$ cat src/rtl/uart_rx_pkg.sv
package uart_rx_pkg;
  typedef enum logic [2:0] {
    ST_IDLE,
    ST_START,
    ST_DATA,
    ST_PAR,
    ST_STOP
  } rx_state_e;

  localparam logic [1:0] ADDR_CTRL = 2'd0;
  localparam logic [1:0] ADDR_BAUD = 2'd1;
  localparam logic [1:0] ADDR_STAT = 2'd2;
  localparam logic [1:0] ADDR_RXD  = 2'd3;

  localparam logic [1:0] PAR_NONE = 2'd0;
  localparam logic [1:0] PAR_ODD  = 2'd1;
  localparam logic [1:0] PAR_EVEN = 2'd2;

  localparam int CTRL_FLUSH_BIT = 3;
  localparam int CTRL_IE_BIT    = 4;
endpackage

$ cat src/rtl/uart_rx_sampler.sv
module uart_rx_sampler #(
  parameter int SYNC_STAGES = 2
) (
  input  logic clk_i,
  input  logic rst_ni,
  input  logic rx_i,
  output logic rx_o,
  output logic fall_o
);
  logic [SYNC_STAGES-1:0] sync_q;
  logic                   prev_q;

  always_ff @(posedge clk_i or negedge rst_ni) begin
    if (!rst_ni) begin
      sync_q <= '1;
      prev_q <= 1'b1;
    end else begin
      sync_q <= {sync_q[SYNC_STAGES-2:0], rx_i};
      prev_q <= sync_q[SYNC_STAGES-1];
    end
  end

  assign rx_o   = sync_q[SYNC_STAGES-1];
  assign fall_o = prev_q & ~sync_q[SYNC_STAGES-1];
endmodule

$ cat src/rtl/uart_rx_deser.sv
module uart_rx_deser
  import uart_rx_pkg::*;
#(
  parameter int CHAR_W = 6,
  parameter int DIV_W  = 8,
  localparam int ENT_W = CHAR_W + 2,
  localparam int BIT_W = (CHAR_W > 1) ? $clog2(CHAR_W) : 1
) (
  input  logic             clk_i,
  input  logic             rst_ni,
  input  logic             rx_i,
  input  logic             fall_i,
  input  logic [DIV_W-1:0] div_i,
  input  logic [1:0]       par_mode_i,
  output logic             push_o,
  output logic [ENT_W-1:0] entry_o
);
  rx_state_e         state_q;
  logic [DIV_W-1:0]  cnt_q;
  logic [BIT_W-1:0]  bit_q;
  logic [CHAR_W-1:0] shift_q;
  logic              pbit_q;

  logic [DIV_W-1:0] eff_div, half_div;
  logic             use_par, tick, par_err;

  assign eff_div  = (div_i < DIV_W'(2)) ? DIV_W'(2) : div_i;
  assign half_div = eff_div >> 1;
  assign use_par  = (par_mode_i == PAR_ODD) || (par_mode_i == PAR_EVEN);
  assign tick     = (cnt_q == '0);

  always_comb begin
    unique case (par_mode_i)
      PAR_ODD:  par_err = ~(^shift_q ^ pbit_q);
      PAR_EVEN: par_err = ^shift_q ^ pbit_q;
      default:  par_err = 1'b0;
    endcase
  end

  always_ff @(posedge clk_i or negedge rst_ni) begin
    if (!rst_ni) begin
      state_q <= ST_IDLE;
      cnt_q   <= '0;
      bit_q   <= '0;
      shift_q <= '0;
      pbit_q  <= 1'b0;
    end else begin
      unique case (state_q)
        ST_IDLE: if (fall_i) begin
          state_q <= ST_START;
          cnt_q   <= half_div - DIV_W'(1);
        end
        ST_START: begin
          if (tick) begin
            if (!rx_i) begin
              state_q <= ST_DATA;
              cnt_q   <= eff_div - DIV_W'(1);
              bit_q   <= '0;
            end else begin
              state_q <= ST_IDLE;  // glitch, not a start bit
            end
          end else cnt_q <= cnt_q - DIV_W'(1);
        end
        ST_DATA: begin
          if (tick) begin
            shift_q <= {rx_i, shift_q[CHAR_W-1:1]};
            cnt_q   <= eff_div - DIV_W'(1);
            if (bit_q == BIT_W'(CHAR_W - 1)) state_q <= use_par ? ST_PAR : ST_STOP;
            else bit_q <= bit_q + BIT_W'(1);
          end else cnt_q <= cnt_q - DIV_W'(1);
        end
        ST_PAR: begin
          if (tick) begin
            pbit_q  <= rx_i;
            cnt_q   <= eff_div - DIV_W'(1);
            state_q <= ST_STOP;
          end else cnt_q <= cnt_q - DIV_W'(1);
        end
        ST_STOP: begin
          if (tick) state_q <= ST_IDLE;
          else cnt_q <= cnt_q - DIV_W'(1);
        end
        default: state_q <= ST_IDLE;
      endcase
    end
  end

  // push on the stop-bit sample; flags sit above the payload
  assign push_o  = (state_q == ST_STOP) && tick;
  assign entry_o = {~rx_i, par_err, shift_q};
endmodule

$ cat src/rtl/uart_rx_fifo.sv
module uart_rx_fifo #(
  parameter int DEPTH = 16,
  parameter int WIDTH = 8,
  localparam int AW = (DEPTH > 1) ? $clog2(DEPTH) : 1,
  localparam int CW = $clog2(DEPTH + 1)
) (
  input  logic             clk_i,
  input  logic             rst_ni,
  input  logic             push_i,
  input  logic [WIDTH-1:0] data_i,
  input  logic             pop_i,
  input  logic             flush_i,
  output logic [WIDTH-1:0] head_o,
  output logic [CW-1:0]    level_o,
  output logic             full_o,
  output logic             empty_o
);
  logic [WIDTH-1:0] mem_q [DEPTH];
  logic [AW-1:0]    wr_q, rd_q;
  logic [CW-1:0]    cnt_q;
  logic             do_push, do_pop;

  assign full_o  = (cnt_q == CW'(DEPTH));
  assign empty_o = (cnt_q == '0);
  assign do_push = push_i & ~full_o & ~flush_i;
  assign do_pop  = pop_i & ~empty_o & ~flush_i;

  function automatic logic [AW-1:0] nxt(input logic [AW-1:0] p);
    return (p == AW'(DEPTH - 1)) ? '0 : p + AW'(1);
  endfunction

  always_ff @(posedge clk_i) begin
    if (do_push) mem_q[wr_q] <= data_i;
  end

  always_ff @(posedge clk_i or negedge rst_ni) begin
    if (!rst_ni) begin
      wr_q  <= '0;
      rd_q  <= '0;
      cnt_q <= '0;
    end else if (flush_i) begin
      wr_q  <= '0;
      rd_q  <= '0;
      cnt_q <= '0;
    end else begin
      if (do_push) wr_q <= nxt(wr_q);
      if (do_pop)  rd_q <= nxt(rd_q);
      case ({do_push, do_pop})
        2'b10:   cnt_q <= cnt_q + CW'(1);
        2'b01:   cnt_q <= cnt_q - CW'(1);
        default: cnt_q <= cnt_q;
      endcase
    end
  end

  assign head_o  = mem_q[rd_q];
  assign level_o = cnt_q;
endmodule

$ cat src/rtl/uart_rx_ctrl.sv
module uart_rx_ctrl
  import uart_rx_pkg::*;
#(
  parameter int         DEPTH   = 16,
  parameter int         CHAR_W  = 6,
  parameter int         REG_W   = 16,
  parameter logic [7:0] DIV_RST = 8'hD8,
  localparam int ENT_W = CHAR_W + 2,
  localparam int CW    = $clog2(DEPTH + 1)
) (
  input  logic             clk_i,
  input  logic             rst_ni,
  input  logic             rx_i,
  input  logic [1:0]       addr_i,
  input  logic             we_i,
  input  logic [REG_W-1:0] wdata_i,
  input  logic             re_i,
  output logic [REG_W-1:0] rdata_o,
  output logic             irq_o
);
  logic [1:0]       par_q;
  logic             ie_q;
  logic [7:0]       div_q, thr_q;
  logic             rx_s, rx_fall;
  logic             push, pop, flush;
  logic [ENT_W-1:0] entry, head;
  logic [CW-1:0]    fifo_level;
  logic             fifo_full, fifo_empty, avail;

  uart_rx_sampler #(.SYNC_STAGES(2)) u_sampler (
    .clk_i, .rst_ni, .rx_i, .rx_o(rx_s), .fall_o(rx_fall)
  );

  uart_rx_deser #(.CHAR_W(CHAR_W), .DIV_W(8)) u_deser (
    .clk_i, .rst_ni, .rx_i(rx_s), .fall_i(rx_fall), .div_i(div_q),
    .par_mode_i(par_q), .push_o(push), .entry_o(entry)
  );

  uart_rx_fifo #(.DEPTH(DEPTH), .WIDTH(ENT_W)) u_fifo (
    .clk_i, .rst_ni, .push_i(push), .data_i(entry), .pop_i(pop),
    .flush_i(flush), .head_o(head), .level_o(fifo_level),
    .full_o(fifo_full), .empty_o(fifo_empty)
  );

  logic wr_ctrl, wr_baud;
  assign wr_ctrl = we_i && (addr_i == ADDR_CTRL);
  assign wr_baud = we_i && (addr_i == ADDR_BAUD);
  assign flush   = wr_ctrl && wdata_i[CTRL_FLUSH_BIT];
  assign pop     = re_i && (addr_i == ADDR_RXD);

  always_ff @(posedge clk_i or negedge rst_ni) begin
    if (!rst_ni) begin
      par_q <= PAR_NONE;
      ie_q  <= 1'b0;
      div_q <= DIV_RST;
      thr_q <= '0;
    end else begin
      if (wr_ctrl) begin
        par_q <= wdata_i[1:0];
        ie_q  <= wdata_i[CTRL_IE_BIT];
      end
      if (wr_baud) begin
        div_q <= wdata_i[7:0];
        thr_q <= wdata_i[15:8];
      end
    end
  end

  assign avail = 32'(fifo_level) > 32'(thr_q);
  assign irq_o = avail & ie_q;

  always_comb begin
    unique case (addr_i)
      ADDR_CTRL: rdata_o = REG_W'({ie_q, 2'b00, par_q});
      ADDR_BAUD: rdata_o = {thr_q, div_q};
      ADDR_STAT: rdata_o = REG_W'({fifo_full, avail});
      default:   rdata_o = fifo_empty ? '0 : REG_W'(head);
    endcase
  end
endmodule

$ cat config.mk
export PLATFORM = sky130hd
export DESIGN_NAME = uart_rx_ctrl
export DESIGN_NICKNAME = d
export VERILOG_FILES = /design/src/rtl/uart_rx_pkg.sv /design/src/rtl/uart_rx_sampler.sv /design/src/rtl/uart_rx_deser.sv /design/src/rtl/uart_rx_fifo.sv /design/src/rtl/uart_rx_ctrl.sv
export SDC_FILE = /design/constraint.sdc
export NUM_CORES = 1
export LEC_CHECK = 0
export CAP_MARGIN = 30
export CORE_MARGIN = 4
export CORE_UTILIZATION = 60
export CTS_CLUSTER_DIAMETER = 30
export DETAILED_ROUTE_END_ITERATION = 16
export PLACE_DENSITY_LB_ADDON = 0.1
export SYNTH_ARGS = -nofsm -noshare
export SYNTH_HDL_FRONTEND = slang
export SYNTH_SLANG_ARGS = --single-unit
$ cat constraint.sdc
create_clock -name clk_i -period 3.95 [get_ports clk_i]
set_input_delay 0.5925 -clock clk_i [delete_from_list [all_inputs] [get_ports clk_i]]
set_output_delay 0.5925 -clock clk_i [all_outputs]
set_load 0.05 [all_outputs]
-- Word level (Yosys, flattened, before mapping)
Memory sizes are Yosys's and may differ from the RTL's.
Cells that the tools add are included.
- $add $sub $neg: 8
- order comparisons: 2
- eq/ne operators: 25
- multiplexer cells: 34
- bitwise logic cells: 12
- reductions and logical operators: 22
- operators with widths (operator ; count):
    2-to-1 mux 8 bit ; 7
    case mux 16 bit (3 select lines) ; 1
    2-to-1 mux 3 bit ; 11
    case mux 8 bit (4 select lines) ; 1
    2-to-1 mux 4 bit ; 6
    subtractor 8 x 1 -> 8 bit, second input constant ; 2
    case mux 3 bit (5 select lines) ; 1
    inequality test 2 x 1 -> 1 bit, second input constant ; 5
    case mux 5 bit (2 select lines) ; 1
    adder 4 x 1 -> 4 bit, second input constant ; 2
    == test 2 bit, second input constant ; 4
    == test 4 bit, second input constant ; 2
    > comparator 5 x 8 -> 1 bit ; 1
    zero test 8 bit ; 1
    < comparator 8 x 2 -> 1 bit, second input constant ; 1
    inequality test 2 bit, second input constant ; 4
    subtractor 7 x 1 -> 8 bit, second input constant ; 1
    bitwise AND 1 bit ; 6
    == test 2 x 1 -> 1 bit, second input constant ; 3
    == test 3 x 2 -> 1 bit, second input constant ; 2
    == test 3 bit, second input constant ; 2
    case mux 3 bit (2 select lines) ; 1
    AND reduction 6 bit ; 1
    nonzero test 2 bit ; 3
    other kinds (24) ; 34
- flip-flop bits (word level): 56
- bits in writable memories: 128
- input port bits: 23
- output and inout bits: 17
- memories: 1
- memories (memory ; depth ; bits a word ; rd ports ; clocked after Yosys merged registers in ; write ports ; line ; RTL):
    u_fifo.mem_q ; 16 ; 8 ; 1 ; 0 ; 1 ; uart_rx_fifo.sv:18 ; logic [WIDTH-1:0] mem_q [DEPTH];

-- Longest topological paths before layout
- depth in word-level cells: 8
- mapped depth: 13

-- Modules after synthesis
A second synthesis with hierarchy kept.
- cells, all modules: 669
- area, all modules: 8897.3 µm²
- modules (own cells, without submodules) (module ; times used ; cells each ; area an instance (µm²) ; seq. area each (µm²)):
    uart_rx_fifo ; 1 ; 359 ; 5929.4 ; 4169.0
    uart_rx_deser ; 1 ; 205 ; 1710.4 ; 525.5
    uart_rx_ctrl ; 1 ; 101 ; 1164.9 ; 480.5
    uart_rx_sampler ; 1 ; 4 ; 92.6 ; 78.8

-- Worst setup path after synthesis
Ideal clock, no wire load.
- kind: register to register
- start: register u_deser.cnt_q[0]
- end: register u_fifo.cnt_q[4] (netlist: u_fifo.level_o[4])
- arrival: 3.295 ns
- path slack: 0.582 ns
- cell stages (with the launch flop): 14
- buffers on the path: 1
- period minus slack after synthesis: 3.368 ns
- cell sequence: dfrtp_1 inv_1 ha_1 or3b_2 a2111oi_4 buf_6 or2_2 inv_1 ha_1 nor2b_1 o21a_1 or4_2 a21o_1 a21oi_2
- cells in the longest elaborated chain, start to end: 7
- RTL lines (item ; line ; RTL):
    from (decl) ; uart_rx_deser.sv:19 ; logic [DIV_W-1:0] cnt_q;
    from (signal assigned) ; uart_rx_deser.sv:51 ; cnt_q <= half_div - DIV_W'(1);
    from (signal assigned) ; uart_rx_deser.sv:57 ; cnt_q <= eff_div - DIV_W'(1);
    from (signal assigned) ; uart_rx_deser.sv:62 ; end else cnt_q <= cnt_q - DIV_W'(1);
    zero test 8 bit (*) ; uart_rx_deser.sv:30 ; assign tick = (cnt_q == '0);
    logical AND 1 bit (*) ; uart_rx_deser.sv:89 ; assign push_o = (state_q == ST_STOP) && tick;
    bitwise AND 1 bit (*) (2 in a row) ; uart_rx_fifo.sv:25 ; assign do_push = push_i & ~full_o & ~flush_i;
    == test 2 x 1 -> 1 bit / == test 2 bit (equally long branches) ; uart_rx_fifo.sv:48 ; case ({do_push, do_pop})
    case mux 5 bit (2 select lines) ; uart_rx_fifo.sv:48 ;
    2-to-1 mux 5 bit ; uart_rx_fifo.sv:41 ; end else if (flush_i) begin
    to (signal assigned) ; uart_rx_fifo.sv:49 ; 2'b10: cnt_q <= cnt_q + CW'(1);
    to (signal assigned) ; uart_rx_fifo.sv:50 ; 2'b01: cnt_q <= cnt_q - CW'(1);
    to (signal assigned) ; uart_rx_fifo.sv:51 ; default: cnt_q <= cnt_q;
    to (decl) ; uart_rx_fifo.sv:20 ; logic [CW-1:0] cnt_q;
Every way passes the cells marked *; elsewhere a longest branch is shown, timed or not.
A chain may end at the register's enable or synchronous reset.

-- Worst setup path in the final report
- start: register u_fifo.rd_q[0]
- end: output port rdata_o[2]
- cells in the longest elaborated chain, start to end: 3
- RTL lines (item ; line ; RTL):
    from (decl) ; uart_rx_fifo.sv:19 ; logic [AW-1:0] wr_q, rd_q;
    from (signal assigned) ; uart_rx_fifo.sv:47 ; if (do_pop) rd_q <= nxt(rd_q);
    memory read (16 x 8 bit) ; n/a ;
    2-to-1 mux 8 bit ; uart_rx_ctrl.sv:77 ; default: rdata_o = fifo_empty ? '0 : REG_W'(head);
    case mux 16 bit (3 select lines) ; uart_rx_ctrl.sv:73 ; unique case (addr_i)
    to (decl) ; uart_rx_ctrl.sv:18 ; output logic [REG_W-1:0] rdata_o,
Every way passes these cells.

==> impl_summary.txt <==
----------------------------------------------------
[Timing]
  Minimum period implied by the final worst setup slack ... 3660 ps
  Final Hold Vio Count ... 0
  Worst clock skew ... around 10 ps
  Final Hold Slack ... between 100 and 150 ps
  RSZ-0062 raised after global routing ... no
  Final critical-path share of the clock period ... 0.9265
  Final setup vio count ... 0
  Worst-case headroom to the max-slew limit ... 0.4280
  Max-slew violation count ... 0
  Actual slew at the worst max-slew pin ... ~850 ps
  Maximum frequency from static timing analysis ... around 270 MHz
  Final TNS setup ... 0 ps

[Logic synthesis]
  Share of Yosys cell area claimed by the top area cell type ... 0.4393
  Share of cell area taken by muxes after synthesis ... 0.1407
  Area contributors post-synth ... edfxtp_1, dfrtp_1, mux4_2
  Library cells used by synthesis ... 67
  Synthesized instance count ... approximately 620
  XOR/XNOR Fraction of Synth Area ... 0.02002
  Top cells by instance count after synthesis ... edfxtp_1, dfrtp_1, nand2_1, nor2_1, mux4_2
  Simple-gate share of the synthesized area ... 0.09481
  Cell Area, Synth ... 8750 um^2
  Syn nets ... between 600 and 700
  Cell taking the most area after synthesis ... edfxtp_1
  Post-synth ARST share ... 0.3043
  Combinational family with the most area after synthesis ... multiplexers
  Number of enable flip-flop cells after synthesis ... 128
  Synthesized area divided by synthesized cell count ... ~14 um^2
  Syn. warnings ... 0
  Primary flip-flop cell chosen by synthesis mapping ... edfxtp_1
  Most used standard cell by instance count after synthesis ... edfxtp_1
  Post-synthesis adder-cell area fraction ... 0.03375
  Share of the synthesized area in compound gates (AO/OA/AOI/OAI) ... 0.07908
  Yosys reg bits ... ~180
  Share of the yosys chip area belonging to registers ... 0.6005

[Floorplan]
  Y dimension of the die ... about 130 um
  Chip Width ... 128.8 um
  Boundary Pins ... 40
  Die Outline Area ... 16580 um^2
  Starting density of the core ... 0.6207
  Placeable Area ... between 10000 and 15000 um^2
  Floorplan row count ... 43

[Power]
  Switch share ... 0.3200
  Power density normalized to cell area ... 546.1 nW/um^2
  Leakage ... 3.873 nW
  P_int ... between 3 and 4 mW
  Clock share of power ... 0.299
  Part of the total power dissipated in sequential elements ... 0.450
  Net switching power ... about 1.7 mW
  Worst-case vdd ir drop ... around 420 uV
  Portion of total power attributed to combinational logic ... 0.251

[Clock network]
  Number of clock sinks seen by CTS ... roughly 180
  Maximum level of the CTS H-tree ... 4
  Latest clock arrival within the worst-skew pair ... 430 ps
  Clock-pin transition on the worst setup and hold timing paths ... roughly 70 ps
  Worst-case clock buffer depth ... 2
  # hold bufs at CTS ... 0
  CTS tree ... built
  Number of buffers inserted during clock tree synthesis ... 17
  Clk root buf ... clkbuf_16

[Global route]
  Total gr overflow ... 0
  Largest net degree at the start of global routing ... 33
  Wire length of the first global-routing pass ... approximately 31000 um
  Number of antenna violations at the first check in global routing ... 0
  Via count of the first global-routing pass ... 5536
  Overall routing resource usage ... 0.2460

[Setup path]
  Reg2Reg Setup Slack ... approximately 450 ps
  Setup crit start kind ... flip-flop
  Capture point of the worst reg-to-reg path ... u_fifo.level_o[4]
  Maximum fanout along the worst path ... 15
  Reg-to-Reg Start ... u_deser.cnt_q[0]
  Critical path endpoint category ... output port
  Length in cells of the worst reg-to-reg path ... 12
  Arrival time at the worst endpoint ... between 3000 and 4000 ps
  Data required time at the worst endpoint ... 3360 ps
  Worst Setup Path Type ... flip-flop to output port

[Route]
  Residual DRC ... 0
  Final antenna-violating net count ... 0
  Drt pass-1 iters ... 6
  DRT iter0 DRCs ... 544
  Total vias in the final route ... between 5000 and 6000
  Mean number of vias per cell ... roughly 6.4
  Detail-routed net length per standard cell ... between 20 and 25 um
  Post-detailed-routing wire length ... ~20000 um

[Layout]
  Finished Core Util ... 0.7090
  Final layout net count ... 727
  Area growth from synthesis to layout ... 14.23%
  Inserted Diodes ... 0
  Fillers ... 891
  Layout cell share with drive strength beyond 1 ... 0.2334

[Place]
  Global placement routability congestion ... approximately 0.86
  Count of port buffers added during placement ... 39
  Total half-perimeter wirelength after legalization and detailed placement ... 13500 um

[Worst hold path]
  Min-Delay Path Class ... primary input to async pin

[Status]
  Status ... complete, no violations

[Flow run]
  # Max-Cap Violations ... 0

----------------------------------------------------
[cells by family (layout without fill, tap and decap cells)]
| family | count (synthesis) | in the layout |
|---|---|---|
| buffers and inverters | 59 | 132 |
| AO/OA/AOI/OAI | 101 | 101 |
| AND/OR/NAND/NOR | 163 | 163 |
| flip-flops | 184 | 184 |
| XOR/XNOR | 20 | 20 |
| adder cells (fa/ha/maj) | 23 | 23 |
| multiplexers | 71 | 71 |
[through the flow]
| stage | instances | power (mW) | area, um^2 | setup slack (ps) |
|---|---|---|---|---|
| final | 874 | 5.458 | 9995 | 290.4 |
| after global placement | 842 | 3.814 | 9423 | 607.0 |
| after floorplan | 621 | 3.482 | 8750 | 582.5 |
| after CTS | 874 | 5.474 | 9992 | 112.7 |
| after detailed placement | 842 | 3.850 | 9423 | 476.9 |
| after global routing | 874 | 5.734 | 9995 | 63.84 |
[worst max-delay path by stage]
stage / start / endpoint / slack, ps / cells past startpoint
3_5_place_dp: u_deser.cnt_q[0] / u_fifo.level_o[4] / 480 / 12
5_1_grt: u_fifo.rd_q[0] / rdata_o[7] / 60 / 7
2_1_floorplan: u_deser.cnt_q[0] / u_fifo.level_o[4] / 580 / 13
4_1_cts: u_fifo.rd_q[0] / rdata_o[3] / 110 / 7
6_report: u_fifo.rd_q[0] / rdata_o[2] / 290 / 7
3_3_place_gp: u_deser.cnt_q[0] / u_fifo.level_o[4] / 610 / 12
[metal layers]
metal	global-route usage	up-vias	wire length [um]	share of wire
li1	-	2479	-	-
met1	0.3405	2803	8291	0.42
met2	0.3921	258	9421	0.48
met3	0.06227	40	1454	0.074
met4	0.07165	0	351	0.018
met5	0	-	0	0
[flip-flops by register name, indices dropped and copies added (netlist names)]
register          count
u_fifo.mem_q        128
div_q                 8
thr_q                 8
u_deser.cnt_q         8
u_deser.shift_q       6
u_fifo.level_o        5
u_fifo.rd_q           4
u_fifo.wr_q           4
u_deser.bit_q         3
u_deser.state_q       3
par_q                 2
u_sampler.sync_q      2
ie_q                  1
u_deser.pbit_q        1
u_sampler.prev_q      1
[cell usage in the layout, fill, tap and decap left out, types with 5 or more instances in the layout]
cell type / n
o21ai_0: 27
dfrtp_1: 48
mux4_2: 39
edfxtp_1: 128
xor2_1: 5
a21o_1: 7
nor3_1: 17
and2_1: 6
o211ai_1: 6
ha_1: 22
mux2_2: 26
clkbuf_16: 17
a21oi_1: 20
nor2b_1: 7
inv_1: 28
mux2i_1: 6
nand3_1: 7
clkdlybuf4s50_1: 32
nand2_1: 44
nor2_1: 40
xnor2_1: 15
buf_4: 38
nor3b_1: 10
dfstp_2: 7
[critical path, stage by stage, from the launching register on]
cell,delay [ps]
dfrtp_4,610
buf_4,280
buf_4,290
mux4_2,540
mux4_2,540
inv_1,80
o21ai_0,80
buf_4,220
[power by group through the flow]
stage | Clock (mW) | Sequential, mW | Combinational [mW]
finish | 1.63 | 2.45 | 1.37
global placement | 0 | 2.48 | 1.33
detailed placement | 0 | 2.49 | 1.36
CTS | 1.66 | 2.45 | 1.37
global route | 1.74 | 2.48 | 1.51
floorplan | 0 | 2.34 | 1.14
[area by class of cell]
type | instances | area, um^2 | share of cell area
well taps | 180 | 225.2 | 0.02253
multi-input cells | 378 | 3223 | 0.3225
clock inverters | 13 | 126.4 | 0.01264
flip-flops and latches | 184 | 5258 | 0.5260
clock buffers | 19 | 442.9 | 0.04432
repair buffers | 71 | 610.6 | 0.06109
inverters | 29 | 108.9 | 0.01089
[what timing repair did]
item                                    4_1_cts  5_1_grt
buffers inserted                              0        0
endpoints found under the setup margin        0        5
gates resized for setup                       0        1
hold endpoints to repair                      0        0
(Power assumes the default switching activity.)
